File: config.mk
export PLATFORM = sky130hd
export DESIGN_NAME = rsqrt_est
export DESIGN_NICKNAME = d
export VERILOG_FILES = /design/src/rtl/rsqrt_pkg.sv /design/src/rtl/rsqrt_classify.sv /design/src/rtl/rsqrt_lut.sv /design/src/rtl/rsqrt_pack.sv /design/src/rtl/rsqrt_est.sv
export SDC_FILE = /design/constraint.sdc
export NUM_CORES = 1
export LEC_CHECK = 0
export BUFFER_PORTS_ARGS = -buffer_cell sky130_fd_sc_hd__buf_2
export CELL_PAD_IN_SITES_DETAIL_PLACEMENT = 1
export CELL_PAD_IN_SITES_GLOBAL_PLACEMENT = 1
export CORE_MARGIN = 5
export CORE_UTILIZATION = 43
export CTS_CLUSTER_DIAMETER = 120
export DETAILED_ROUTE_END_ITERATION = 7
export GPL_ROUTABILITY_DRIVEN = 1
export GPL_TIMING_DRIVEN = 0
export PLACE_DENSITY = 0.94
export SLEW_MARGIN = 20
export SYNTH_ARGS = -nofsm -noshare
export SYNTH_HDL_FRONTEND = slang
export SYNTH_SLANG_ARGS = --single-unit
File: constraint.sdc
create_clock -name clk -period 3.4 [get_ports clk]
set_input_delay 0.85 -clock clk [delete_from_list [all_inputs] [get_ports clk]]
set_output_delay 0.85 -clock clk [all_outputs]
set_load 0.005 [all_outputs]
File: src/rtl/rsqrt_pkg.sv
package rsqrt_pkg;

   localparam int WORD_W  = 32;
   localparam int FEXP_W  = 8;
   localparam int FMAN_W  = 23;
   localparam int EXP_SUM = 380;

   typedef enum logic [2:0] {
      K_NORMAL = 3'd0,
      K_QNAN   = 3'd1,
      K_SNAN   = 3'd2,
      K_ZERO   = 3'd3,
      K_NEG    = 3'd4,
      K_PINF   = 3'd5,
      K_USAT   = 3'd6,
      K_UFIX   = 3'd7
   } kind_e;

   // Fraction part of the rounded estimate for one table address.
   // The top address bit selects the [0.25,0.5) half of the scaled range.
   // s is the largest integer with (2s-1)^2*(2q+1) <= 2^(3*ew+4) for the
   // lower half, or <= 2^(3*ew+3) for the upper half. This is the integer
   // form of floor(2^ew * r + 0.5).
   function automatic int est_entry(int ew, int addr);
      longint half;
      longint q;
      longint lim;
      longint t;
      int     best;
      half = longint'(1) << (ew - 1);
      q    = half + (longint'(addr) % half);
      lim  = (longint'(addr) >= half) ? (longint'(1) << (3 * ew + 4))
                                      : (longint'(1) << (3 * ew + 3));
      best = 1 << ew;
      for (int k = (1 << ew); k <= (1 << (ew + 1)); k++) begin
         t = 2 * longint'(k) - 1;
         if (t * t * (2 * q + 1) <= lim) best = k;
      end
      return best - (1 << ew);
   endfunction

endpackage

File: src/rtl/rsqrt_classify.sv
module rsqrt_classify
   import rsqrt_pkg::*;
#(
   parameter int EST_W = 8
) (
   input  logic                 mode,
   input  logic [WORD_W-1:0]    operand,
   output kind_e                kind,
   output logic                 sign,
   output logic [FEXP_W-1:0]    exp_out,
   output logic [EST_W-1:0]     idx
);

   localparam int SEL_W = EST_W - 1;

   logic                sgn_f;
   logic [FEXP_W-1:0]   exp_f;
   logic [FMAN_W-1:0]   man_f;
   logic [FEXP_W:0]     exp_diff;
   logic                exp_ones;
   logic                man_zero;

   assign sgn_f    = operand[WORD_W-1];
   assign exp_f    = operand[WORD_W-2 -: FEXP_W];
   assign man_f    = operand[FMAN_W-1:0];
   assign exp_ones = &exp_f;
   assign man_zero = (man_f == '0);
   assign exp_diff = (FEXP_W+1)'(EXP_SUM) - {1'b0, exp_f};

   always_comb begin
      kind    = K_NORMAL;
      sign    = 1'b0;
      exp_out = exp_diff[FEXP_W:1];
      idx     = {exp_f[0], man_f[FMAN_W-1 -: SEL_W]};
      if (mode) begin
         sign = 1'b0;
         if (operand[WORD_W-1 -: 2] == 2'b00) begin
            kind = K_USAT;
            idx  = '0;
         end else if (operand[WORD_W-1]) begin
            kind = K_UFIX;
            idx  = {1'b0, operand[WORD_W-2 -: SEL_W]};
         end else begin
            kind = K_UFIX;
            idx  = {1'b1, operand[WORD_W-3 -: SEL_W]};
         end
      end else begin
         sign = sgn_f;
         if (exp_ones && !man_zero) begin
            kind = man_f[FMAN_W-1] ? K_QNAN : K_SNAN;
         end else if (exp_f == '0 && man_zero) begin
            kind = K_ZERO;
         end else if (sgn_f) begin
            kind = K_NEG;
         end else if (exp_ones) begin
            kind = K_PINF;
         end else begin
            kind = K_NORMAL;
         end
      end
   end

endmodule

File: src/rtl/rsqrt_lut.sv
module rsqrt_lut
   import rsqrt_pkg::*;
#(
   parameter int EST_W = 8
) (
   input  logic [EST_W-1:0] addr,
   output logic [EST_W-1:0] frac
);

   localparam int DEPTH = 1 << EST_W;

   logic [EST_W-1:0] rom [DEPTH];

   for (genvar g = 0; g < DEPTH; g++) begin : g_rom
      localparam int VAL = est_entry(EST_W, g);
      assign rom[g] = EST_W'(VAL);
   end

   assign frac = rom[addr];

endmodule

File: src/rtl/rsqrt_pack.sv
module rsqrt_pack
   import rsqrt_pkg::*;
#(
   parameter int EST_W = 8
) (
   input  kind_e                kind,
   input  logic                 sign,
   input  logic [FEXP_W-1:0]    exp_in,
   input  logic [EST_W-1:0]     frac,
   output logic [WORD_W-1:0]    result,
   output logic                 invalid,
   output logic                 divzero
);

   localparam int FPAD_W = FMAN_W - EST_W;
   localparam int UPAD_W = WORD_W - 1 - EST_W;
   localparam logic [WORD_W-1:0] DEF_NAN = 32'h7FC0_0000;

   always_comb begin
      result  = '0;
      invalid = 1'b0;
      divzero = 1'b0;
      unique case (kind)
         K_NORMAL: result = {1'b0, exp_in, frac, {FPAD_W{1'b0}}};
         K_QNAN:   result = DEF_NAN;
         K_SNAN: begin
            result  = DEF_NAN;
            invalid = 1'b1;
         end
         K_ZERO: begin
            result  = {sign, {FEXP_W{1'b1}}, {FMAN_W{1'b0}}};
            divzero = 1'b1;
         end
         K_NEG: begin
            result  = DEF_NAN;
            invalid = 1'b1;
         end
         K_PINF:   result = '0;
         K_USAT:   result = '1;
         K_UFIX:   result = {1'b1, frac, {UPAD_W{1'b0}}};
         default:  result = '0;
      endcase
   end

endmodule

File: src/rtl/rsqrt_est.sv
module rsqrt_est
   import rsqrt_pkg::*;
#(
   parameter int EST_W      = 8,
   parameter bit REG_LOOKUP = 1'b1
) (
   input  logic                 clk,
   input  logic                 rst_n,
   input  logic                 in_valid,
   input  logic                 in_mode,
   input  logic [31:0]          in_operand,
   output logic                 out_valid,
   output logic [31:0]          out_result,
   output logic                 out_invalid,
   output logic                 out_divzero
);

   if (EST_W < 4 || EST_W > 12) begin : g_bad_est_w
      $error("rsqrt_est: EST_W must lie in 4..12");
   end
   if (WORD_W != 32) begin : g_bad_word
      $error("rsqrt_est: word width must be 32");
   end

   kind_e               c_kind;
   logic                c_sign;
   logic [FEXP_W-1:0]   c_exp;
   logic [EST_W-1:0]    c_idx;

   logic                a_valid;
   kind_e               a_kind;
   logic                a_sign;
   logic [FEXP_W-1:0]   a_exp;
   logic [EST_W-1:0]    a_idx;

   logic [EST_W-1:0]    l_frac;
   logic [WORD_W-1:0]   p_result;
   logic                p_invalid;
   logic                p_divzero;

   rsqrt_classify #(.EST_W(EST_W)) u_classify (
      .mode    (in_mode),
      .operand (in_operand),
      .kind    (c_kind),
      .sign    (c_sign),
      .exp_out (c_exp),
      .idx     (c_idx)
   );

   if (REG_LOOKUP) begin : g_stage_reg
      always_ff @(posedge clk or negedge rst_n) begin
         if (!rst_n) begin
            a_valid <= 1'b0;
            a_kind  <= K_NORMAL;
            a_sign  <= 1'b0;
            a_exp   <= '0;
            a_idx   <= '0;
         end else begin
            a_valid <= in_valid;
            if (in_valid) begin
               a_kind <= c_kind;
               a_sign <= c_sign;
               a_exp  <= c_exp;
               a_idx  <= c_idx;
            end
         end
      end
   end else begin : g_stage_comb
      assign a_valid = in_valid;
      assign a_kind  = c_kind;
      assign a_sign  = c_sign;
      assign a_exp   = c_exp;
      assign a_idx   = c_idx;
   end

   rsqrt_lut #(.EST_W(EST_W)) u_lut (
      .addr (a_idx),
      .frac (l_frac)
   );

   rsqrt_pack #(.EST_W(EST_W)) u_pack (
      .kind    (a_kind),
      .sign    (a_sign),
      .exp_in  (a_exp),
      .frac    (l_frac),
      .result  (p_result),
      .invalid (p_invalid),
      .divzero (p_divzero)
   );

   always_ff @(posedge clk or negedge rst_n) begin
      if (!rst_n) begin
         out_valid   <= 1'b0;
         out_result  <= '0;
         out_invalid <= 1'b0;
         out_divzero <= 1'b0;
      end else begin
         out_valid   <= a_valid;
         out_invalid <= a_valid & p_invalid;
         out_divzero <= a_valid & p_divzero;
         if (a_valid) out_result <= p_result;
      end
   end

endmodule

==> results.toml <==
[timing]
worst_hold_slack_ns = 0.4172
max_freq_ghz = 0.3149
relSlewSlack_pct = 37.10
skew_ns = 0.004303
maxSlewViolCount = 0
rsz0062_at_grt = "no"
final_hold_viol_count = 0
fin_tns_setup_ns = 0
worst_slew_pin_slew_ns = 0.9436
period_minus_slack_ns = 3.176
setup_viol = 0
fin_crit_sh_pct = 93.40

[power]
p_per_area_mw_per_mm2 = 436.5
irDropWorstVdd_mv = 0.1730
total_power_uw = 2152
leakage_uw = 0.002099

[global_routing]
grt_pass1_wl_um = 26740
antenna_found_initial = 0
track_usage_pct = 28.95
overflow = 0
grt_pass1_vias = 4878
grt_max_degree = 43

[setup_path]
critPathArrivalTime_ns = 3.35
crit_path_end_kind = "flip-flop"
path_class = "reg2reg"
path_max_fanout = 10
worst_ep_required_time_ns = 3.58
startpoint_type = "flip-flop"

[floorplanning]
die-area_mm2 = 0.01202
die_w_um = 109.7
rows = 36
initial_core_util_pct = 43.89
core_mm2 = 0.009729
io_pins = 71
die_h_um = 109.7

[drt]
drt-initial-drc-count = 481
wirelength_um = 17240
vias = 4827
viasPerCell = 6.436
drc = 0
avgRoutedWirePerCell_um = 22.99
dr.pass1.iters = 5
ant_nets = 0

[clocking]
root_buffer = "clkbuf_8"
clkSlewWorstSetupHoldPaths_ns = 0.09
clock_latency_ns = 0.31
cts_sinks = 42
clockBufferDepth = 2
htreeDepth = 2
numCtsBuffers = 5
cts_tree = "yes"

[logic_synthesis]
synth_area_mm2 = 0.004270
synth_area_leaders = "dfrtp_1 25%, o21ai_0 5.3%, ha_1 4.1%"
synthCells = 541
yosys.area.top_type = "dfrtp_1"
synth_nets = 591
yosys_warnings = 0
synth.avg_cell_area_um2 = 7.893
async_flop_share_pct = 100.0
synth_top_area_share_pct = 24.61
synth-main-ff-cell = "dfrtp_1"
synth_seq_cells = 42
yosysSeqAreaShare_pct = 24.61
synth_cell_types = 82
synth_edf_count = 0

[place]
gp_congestion = 0.9907
dp_hpwl_um = 12780
port_buffers = 66

[cells_and_area]
diodes = 0
multi_input_area_mm2 = 0.002718
final_util_pct = 50.67
final_cell_mix = "79 x buf_2, 45 x o21ai_0, 42 x dfrtp_1"
n_fill_cell = 1260
seqCellArea_mm2 = 0.001051
drive_gt1_share_pct = 23.66
syn_to_final_growth_pct = 15.44
nNetsFinal = 666
final_common_cell = "buf_2"

[min_path]
hold_class = "reg2reg"

[outcome]
status = "finished, final reports clean"

[run]
max-cap-violations = 0
## per-layer routing
layer	part of all wire [%]	vias up	GRT usage [%]
li1	-	2131	-
met5	0	-	0
met4	2.7	0	10.15
met3	9.5	43	5.931
met1	42	2360	38.64
met2	46	293	46.51
## state kept, by name, summed over array words and instances, names as in the netlist
signal       count
a_exp            8
a_valid          1
a_idx            8
a_kind           3
out_invalid      1
out_result      18
a_sign           1
out_divzero      1
out_valid        1
## area by class of cell
class / count / share of cell area (%)
multi-input cells: 406 / 55.13
inverters: 26 / 2.056
flip-flops and latches: 42 / 21.32
clock buffers: 6 / 1.675
clock inverters: 2 / 1.218
repair buffers: 68 / 7.005
plain buffers: 67 / 8.223
well taps: 133 / 3.376
## critical path, cell delays in order (launching register included)
cell	delay, ns
dfrtp_1	0.58
buf_2	0.34
clkinvlp_4	0.19
buf_4	0.21
ha_1	0.20
clkbuf_2	0.23
o32ai_1	0.42
o211ai_1	0.14
a22o_1	0.26
o32ai_2	0.31
o221ai_1	0.16
## per-stage QoR
step | worst slack [ns] | cell area [µm²] | instances
after floorplan | 0.8899 | 4270 | 541
after global placement | 0.1860 | 4767 | 740
after detailed placement | 0.1596 | 4767 | 740
after CTS | 0.1342 | 4910 | 748
final | 0.2244 | 4930 | 750
after global routing | 0.1304 | 4930 | 750
## cell families after synthesis
family,share of synthesized area [%]
AO/OA/AOI/OAI,31.21
XOR/XNOR,2.637
adder cells (fa/ha/maj),4.102
buffers and inverters,11.75
flip-flops,24.61
multiplexers,4.483
AND/OR/NAND/NOR,21.21
## power breakdown
| part | leakage (µW) | internal, µW | switching [µW] |
|---|---|---|---|
| logic | 0.00153 | 397 | 630 |
| clock network | 0.0000714 | 313 | 190 |
| registers | 0.000500 | 562 | 59.0 |
## Yosys cell counts, types with 6 or more instances
cell	instances
nand2b_1	9
o211ai_1	23
nor2_1	34
o21ai_0	45
nand3_1	8
a211oi_1	12
nor3_1	12
clkbuf_1	23
a21boi_0	7
ha_1	14
nor2b_1	17
buf_2	13
xnor2_1	7
dfrtp_1	42
mux2_2	7
a31oi_1	6
buf_6	6
inv_1	24
o2111ai_1	7
nand2_1	39
a21oi_1	33
o221ai_1	8
nor4_1	7
mux2i_1	9
buf_4	21
## what timing repair did
item / in CTS / in global routing
setup endpoints to repair: 0 / 6
gates resized for setup: 0 / 3
endpoints found under the hold margin: 0 / 0
hold buffers: 0 / 0
setup buffers: 0 / 2
## path summary, 6_finish.rpt
path,from,to,slack (ns),cells past startpoint
setup / recovery,a_idx[1],out_result[25],0.22,10
hold / removal,a_valid,out_valid,0.42,0
setup reg to reg,a_idx[1],out_result[25],0.22,10
hold reg to reg,a_valid,out_valid,0.42,0
max in group asynchronous,rst_n,a_idx[0],2.14,1
min in group asynchronous,rst_n,out_result[17],0.67,1
(Power assumes the default switching activity.)
